### config.mk
export PLATFORM = sky130hd
export DESIGN_NAME = rx_ring_writer
export DESIGN_NICKNAME = d
export VERILOG_FILES = /design/src/rtl/rxr_pkg.sv /design/src/rtl/rxr_ring_step.sv /design/src/rtl/rxr_free_calc.sv /design/src/rtl/rxr_word_fmt.sv /design/src/rtl/rx_ring_writer.sv
export SDC_FILE = /design/constraint.sdc
export NUM_CORES = 1
export LEC_CHECK = 0
export CORE_ASPECT_RATIO = 1.2
export CORE_MARGIN = 3
export CORE_UTILIZATION = 49
export CTS_CLUSTER_DIAMETER = 30
export DETAILED_ROUTE_END_ITERATION = 6
export GPL_TIMING_DRIVEN = 0
export HOLD_SLACK_MARGIN = 0.03
export PLACE_DENSITY = 0.92
export SLEW_MARGIN = 20
export SYNTH_ARGS = -nofsm -noshare
export SYNTH_HDL_FRONTEND = slang
export SYNTH_SLANG_ARGS = --single-unit
### constraint.sdc
create_clock -name clk -period 7.1 [get_ports clk]
set_input_delay 1.065 -clock clk [delete_from_list [all_inputs] [get_ports clk]]
set_output_delay 1.065 -clock clk [all_outputs]
set_load 0.02 [all_outputs]
### src/rtl/rxr_pkg.sv
package rxr_pkg;
    typedef enum logic [1:0] {
        S_DATA,
        S_STATUS,
        S_HEADER
    } rxr_state_e;

    localparam int FLAG_W        = 6;
    localparam int STS_FLAG_LSB  = 14;
    localparam int STS_VALID_BIT = 31;
    localparam int HDR_LINK_LSB  = 32;
    localparam int HDR_BV_LSB    = 48;
    localparam int HDR_OWN_BIT   = 63;
endpackage

### src/rtl/rxr_ring_step.sv
module rxr_ring_step #(
    parameter int AW = 10
) (
    input  logic [AW-1:0] cur,
    input  logic [AW-1:0] base,
    input  logic [AW-1:0] top,
    output logic [AW-1:0] nxt
);
    localparam logic [AW-1:0] ONE = AW'(1);

    // step one word, wrapping the top to the base
    always_comb begin
        nxt = (cur == top) ? base : cur + ONE;
    end
endmodule

### src/rtl/rxr_free_calc.sv
module rxr_free_calc #(
    parameter int AW = 10
) (
    input  logic [AW-1:0] wr,
    input  logic [AW-1:0] rd,
    input  logic [AW-1:0] base,
    input  logic [AW-1:0] top,
    output logic [AW:0]   free_words
);
    localparam logic [AW:0] ONE = (AW+1)'(1);

    logic [AW:0] span;

    always_comb begin
        span = {1'b0, top} - {1'b0, base} + ONE;
        if (rd > wr)
            free_words = {1'b0, rd} - {1'b0, wr} - ONE;
        else
            free_words = span - ({1'b0, wr} - {1'b0, rd}) - ONE;
    end
endmodule

### src/rtl/rxr_word_fmt.sv
module rxr_word_fmt
    import rxr_pkg::*;
#(
    parameter int AW = 10,
    parameter int SW = 14
) (
    input  logic [AW-1:0]     next_link,
    input  logic [SW-1:0]     size,
    input  logic [FLAG_W-1:0] flags,
    output logic [63:0]       hdr_word,
    output logic [63:0]       sts_word
);
    always_comb begin
        hdr_word                    = '0;
        hdr_word[HDR_LINK_LSB +: AW] = next_link;
        hdr_word[HDR_BV_LSB +: 3]    = size[2:0];
        hdr_word[HDR_OWN_BIT]        = 1'b0;
    end

    always_comb begin
        sts_word                         = '0;
        sts_word[SW-1:0]                 = size;
        sts_word[STS_FLAG_LSB +: FLAG_W] = flags;
        sts_word[STS_VALID_BIT]          = 1'b1;
    end
endmodule

### src/rtl/rx_ring_writer.sv
module rx_ring_writer
    import rxr_pkg::*;
#(
    parameter int AW = 10,
    parameter int SW = 14
) (
    input  logic              clk,
    input  logic              rst_n,
    input  logic [AW-1:0]     ring_base,
    input  logic [AW-1:0]     ring_top,
    input  logic              rx_valid,
    output logic              rx_ready,
    input  logic [63:0]       rx_data,
    input  logic              rx_last,
    input  logic [SW-1:0]     rx_size,
    input  logic [FLAG_W-1:0] rx_flags,
    input  logic              cpu_rd_we,
    input  logic [AW-1:0]     cpu_rd_ptr,
    output logic [AW-1:0]     hw_wr_ptr,
    output logic              mem_we,
    output logic [AW-1:0]     mem_addr,
    output logic [63:0]       mem_wdata
);
    localparam logic [AW:0] REC_HDR_WORDS = (AW+1)'(2);
    localparam logic [AW:0] ONE_W         = (AW+1)'(1);

    rxr_state_e        state_q, state_d;
    logic [AW-1:0]     wp_q, rp_q, pay_q;
    logic [AW:0]       rec_len_q;
    logic              drop_q;
    logic [SW-1:0]     size_q;
    logic [FLAG_W-1:0] flags_q;

    logic [AW-1:0]     wp1, wp2, wr_addr, wr_next;
    logic [AW:0]       free_words;
    logic [63:0]       hdr_word, sts_word;
    logic              beat, fits, store;

    rxr_ring_step #(.AW(AW)) u_step_wp1 (.cur(wp_q),    .base(ring_base), .top(ring_top), .nxt(wp1));
    rxr_ring_step #(.AW(AW)) u_step_wp2 (.cur(wp1),     .base(ring_base), .top(ring_top), .nxt(wp2));
    rxr_ring_step #(.AW(AW)) u_step_pay (.cur(wr_addr), .base(ring_base), .top(ring_top), .nxt(wr_next));

    rxr_free_calc #(.AW(AW)) u_free (
        .wr(wp_q), .rd(rp_q), .base(ring_base), .top(ring_top), .free_words(free_words)
    );

    rxr_word_fmt #(.AW(AW), .SW(SW)) u_fmt (
        .next_link(pay_q), .size(size_q), .flags(flags_q),
        .hdr_word(hdr_word), .sts_word(sts_word)
    );

    // first payload word of a record sits two words past the pointer
    assign wr_addr = (rec_len_q == REC_HDR_WORDS) ? wp2 : pay_q;
    assign beat    = (state_q == S_DATA) && rx_valid;
    assign fits    = (rec_len_q + ONE_W) <= free_words;
    assign store   = beat && !drop_q && fits;

    always_ff @(posedge clk) begin
        if (!rst_n) state_q <= S_DATA;
        else        state_q <= state_d;
    end

    always_comb begin
        state_d = state_q;
        unique case (state_q)
            S_DATA:   if (store && rx_last) state_d = S_STATUS;
            S_STATUS: state_d = S_HEADER;
            S_HEADER: state_d = S_DATA;
            default:  state_d = S_DATA;
        endcase
    end

    always_ff @(posedge clk) begin
        if (!rst_n) begin
            wp_q      <= ring_base;
            rp_q      <= ring_base;
            pay_q     <= ring_base;
            rec_len_q <= REC_HDR_WORDS;
            drop_q    <= 1'b0;
            size_q    <= '0;
            flags_q   <= '0;
        end else begin
            if (cpu_rd_we) rp_q <= cpu_rd_ptr;
            unique case (state_q)
                S_DATA: begin
                    if (beat) begin
                        if (store) begin
                            pay_q     <= wr_next;
                            rec_len_q <= rec_len_q + ONE_W;
                        end
                        if (rx_last) begin
                            if (store) begin
                                size_q  <= rx_size;
                                flags_q <= rx_flags;
                            end else begin
                                drop_q    <= 1'b0;
                                rec_len_q <= REC_HDR_WORDS;
                            end
                        end else if (!store) begin
                            drop_q <= 1'b1;
                        end
                    end
                end
                S_HEADER: begin
                    wp_q      <= pay_q;
                    rec_len_q <= REC_HDR_WORDS;
                end
                default: ;
            endcase
        end
    end

    always_comb begin
        rx_ready  = (state_q == S_DATA);
        mem_we    = 1'b0;
        mem_addr  = wr_addr;
        mem_wdata = rx_data;
        unique case (state_q)
            S_DATA:   mem_we = store;
            S_STATUS: begin mem_we = 1'b1; mem_addr = wp1;  mem_wdata = sts_word; end
            S_HEADER: begin mem_we = 1'b1; mem_addr = wp_q; mem_wdata = hdr_word; end
            default:  mem_we = 1'b0;
        endcase
    end

    assign hw_wr_ptr = wp_q;

    p_ptr_in_ring_r2: assert property (@(posedge clk) disable iff (!rst_n)
        (ring_base <= ring_top) |-> (hw_wr_ptr >= ring_base && hw_wr_ptr <= ring_top));

    p_hdr_before_publish_r7: assert property (@(posedge clk) disable iff (!rst_n)
        (hw_wr_ptr != $past(hw_wr_ptr)) |-> ($past(mem_we) && $past(mem_addr) == $past(hw_wr_ptr)));

    p_status_then_hdr_r7: assert property (@(posedge clk) disable iff (!rst_n)
        (mem_we && !rx_ready && mem_addr == hw_wr_ptr) |-> ($past(mem_we) && !$past(rx_ready)));

    p_no_false_empty_r8: assert property (@(posedge clk) disable iff (!rst_n)
        (hw_wr_ptr != $past(hw_wr_ptr)) |-> (hw_wr_ptr != $past(rp_q)));

    p_hdr_low_clear_r3: assert property (@(posedge clk) disable iff (!rst_n)
        (mem_we && !rx_ready && mem_addr == hw_wr_ptr) |-> (mem_wdata[31:0] != 32'hFFFF_FFFF));

    p_stall_two_r10: assert property (@(posedge clk) disable iff (!rst_n)
        $fell(rx_ready) |=> !rx_ready ##1 rx_ready);
endmodule

==> flow_summary.yaml, run 1 <==
sta:
  finalCriticalPeriod_ns: 6.81
  slew_violations: 0
  setup_viol: 0
  period_share_pct: 96.0
  hold_viol: 0
  fin_worst_skew_ns: 0.0104
  fmax_ghz: 0.147
  worst_pin_slew_ns: 0.747
  slew_headroom_pct: 50.2
  worst_slack_ns: 0.286
floorplanning:
  rows: 47
  start_util_pct: 50.7
  die_w_um: 116
  die_height_um: 138
  ioPinCount: 205
  core_region_area_mm2: 0.0140
  dieArea_mm2: 0.0160
yosys:
  avgSynthCellArea_um2: 8.12
  synth_edf_count: 30
  synth_top_family_by_area: "simple AND/OR/NAND/NOR gates"
  synth_compound_area_share_pct: 16.0
  ys_ff_latch: 64
  yosys.area_share.simple_pct: 23.7
  synth_xor_area_share_pct: 9.19
  syn-cell-area_mm2: 0.00709
  syn-num-nets: 1056
  yosysUniqueCellTypes: 71
  yosys_most_used_dff: "dfxtp_1"
  async_flop_share_pct: 0
  synth_warnings: 0
  syn_inst: 873
  synth_mux_area_share_pct: 7.30
  ys_seq_area_share_pct: 22.3
  synth_adder_area_share_pct: 13.5
pwr:
  leakage_nw: 4.29
  powerDensity_mw_per_mm2: 318
  p_total_mw: 3.08
  vdd_drop_max_mv: 0.224
cells_and_area:
  final_util_pct: 69.0
  final_cell_mix: "clkdlybuf4s50_1 (191), nand2_1 (99), inv_1 (86)"
  final_layout_size_suffix_gt1_share_pct: 6.87
  num-fill-cells: 1107
  final_nets: 1269
  area_growth_pct: 36.2
  insertedDiodeCount: 0
  mostFrequentLayoutCell: "clkdlybuf4s50_1"
status:
  outcome: "completed"
worst_setup_path:
  worstSetupEndpointType: "output pin"
  ff2ff_path_depth: 30
  crit_required_ns: 6.03
  path_class: "input port to output pin"
  cp-start-kind: "input port"
  crit_fanout: 5
  cp.arrival_ns: 5.75
drt:
  wl_per_cell_um: 20.0
  drc: 0
  antenna_left: 0
  num_vias: 7434
  wl_um: 25200
  drt-initial-drc-count: 606
  first_pass_iters: 5
  viasPerCell: 5.89
global_route:
  grt_max_degree: 12
  gr-total-overflow: 0
  track_usage_pct: 31.3
  grt_pass1_wl_um: 38400
  antenna_found_initial: 0
  grt_pass1_vias: 7389
clocking:
  holdBufCountCts: 0
  cts_buffers: 9
  htree_levels: 3
  cts_tree: "yes"
  path_clk_slew_ns: 0.06
  cts.path.max_buffers: 2
  clkSinkCount: 64
  clk_latency_ns: 0.35
  root_buffer: "clkbuf_16"
placement:
  dpl.hpwl_um: 20000
  routabilityCongestion: 0.994
  pre_cts_ws_ns: -0.935
  port_buffers: 200
worst_hold_path:
  min_path_type: "register to register"
  whs_path_depth: 2
job:
  maxCapViolations: 0
## logic make-up after synthesis
group	count (synthesis)
compound gates	166
xor+xnor	72
fa+ha+maj	64
buf+inv	137
flops	64
mux	47
simple gates	323
## synth_stat cells, types with 4 or more instances
master,n,share of area [%]
dfxtp_1,34,9.6
nand2b_1,21,1.9
mux2i_1,32,4.5
nand3_1,43,3.0
ha_1,43,7.6
a21oi_1,29,2.0
mux2_2,7,1.1
o21a_1,10,1.1
a21o_1,9,0.95
edfxtp_1,30,13
and2_1,5,0.44
and3_1,16,1.4
xor2_1,24,3.0
buf_6,4,0.63
mux2_4,7,1.5
and4_1,4,0.49
xnor2_1,46,5.7
clkbuf_1,29,1.5
fa_1,21,5.9
buf_4,4,0.42
nand2_1,99,5.2
o211ai_1,5,0.53
a22o_1,11,1.4
a21boi_0,6,0.63
nand4_1,25,2.2
buf_2,7,0.49
nor2_1,34,1.8
o21bai_1,5,0.53
nor3_1,6,0.42
inv_1,88,4.7
nor2b_1,57,5.0
buf_1,4,0.21
o21ai_0,54,3.8
## layout make-up
| cell class | count | area, um^2 | share of cell area, % |
|---|---|---|---|
| multi-input combinational | 672 | 5000 | 51.7 |
| clock buffer | 12 | 256 | 2.65 |
| clock inverter | 4 | 26.3 | 0.272 |
| tap | 171 | 214 | 2.21 |
| inverter | 89 | 334 | 3.46 |
| sequential | 64 | 1580 | 16.4 |
| buffer | 48 | 234 | 2.42 |
| timing repair buffer | 202 | 2020 | 20.9 |
## registers in the layout, summed over array words and instances (netlist names)
signal	flops
size_q	14
rec_len_q	11
hw_wr_ptr	10
pay_q	10
rp_q	10
flags_q	6
state_q	2
drop_q	1
## worst max-delay path: stages
cell       delay (ns)
clkbuf_2         0.13
inv_2            0.08
fa_1             0.53
inv_1            0.05
fa_1             0.42
inv_1            0.06
ha_1             0.18
inv_1            0.07
fa_2             0.35
nor2b_2          0.12
o21ai_1          0.11
a21boi_1         0.19
o21ai_1          0.12
a21boi_1         0.19
o21a_1           0.18
o21ai_1          0.07
nand2b_1         0.09
a21oi_2          0.06
xnor2_1          0.12
nand2_1          0.06
o21ai_0          0.10
ha_1             0.37
a2111oi_4        0.41
buf_4            0.19
a31oi_4          0.12
a21oi_2          0.15
buf_4            0.16
## per-layer routing
metal	part of all wire [%]	vias to the layer above	track usage (%)	wire, um
met5	0	-	0	0
met4	4.1	0	15.3	1040
met3	7.6	71	4.31	1930
met2	51	400	55.4	12900
met1	37	3531	36.8	9360
li1	-	3432	-	-
## through the flow
step	hold slack, ns	cells	TNS, ns	instance area, um^2
2_1_floorplan	0.444	873	0	7090
3_3_place_gp	0.451	1244	-4.49	9310
3_5_place_dp	0.460	1244	-5.56	9310
4_1_cts	0.467	1260	0	9620
5_1_grt	0.492	1262	-0.0216	9660
6_report	0.466	1262	0	9660
## power breakdown
part	leakage (nW)	switching, mW	total (mW)	internal (mW)
clock	0.143	0.178	0.434	0.256
sequential	0.582	0.0878	0.563	0.475
combinational	3.56	1.17	2.08	0.905
## final timing paths
kind                                    start            end  slack (ns)
worst max-delay path             ring_base[0]         mem_we        0.29
worst min-delay path            rec_len_q[10]  rec_len_q[10]        0.47
worst max register to register   hw_wr_ptr[0]     state_q[1]        0.87
worst min register to register  rec_len_q[10]  rec_len_q[10]        0.47
## what timing repair did
| item | CTS | global route |
|---|---|---|
| gates resized for setup | 17 | 17 |
| pin swaps | 2 | 11 |
| setup buffers | 0 | 2 |
| setup endpoints to repair | 1 | 19 |
(Power assumes the default switching activity.)
==> inputs of run 2 (changes only) <==
Settings changed: SKIP_LAST_GASP from default to 1.
==> results of run 2 <==
Final layout, timing and power as in run 1 (identical DEF).
==> inputs of run 3 (changes only) <==
Settings changed: CAP_MARGIN from default to 10.
==> results of run 3 <==
Final layout, timing and power as in run 1 (identical DEF).
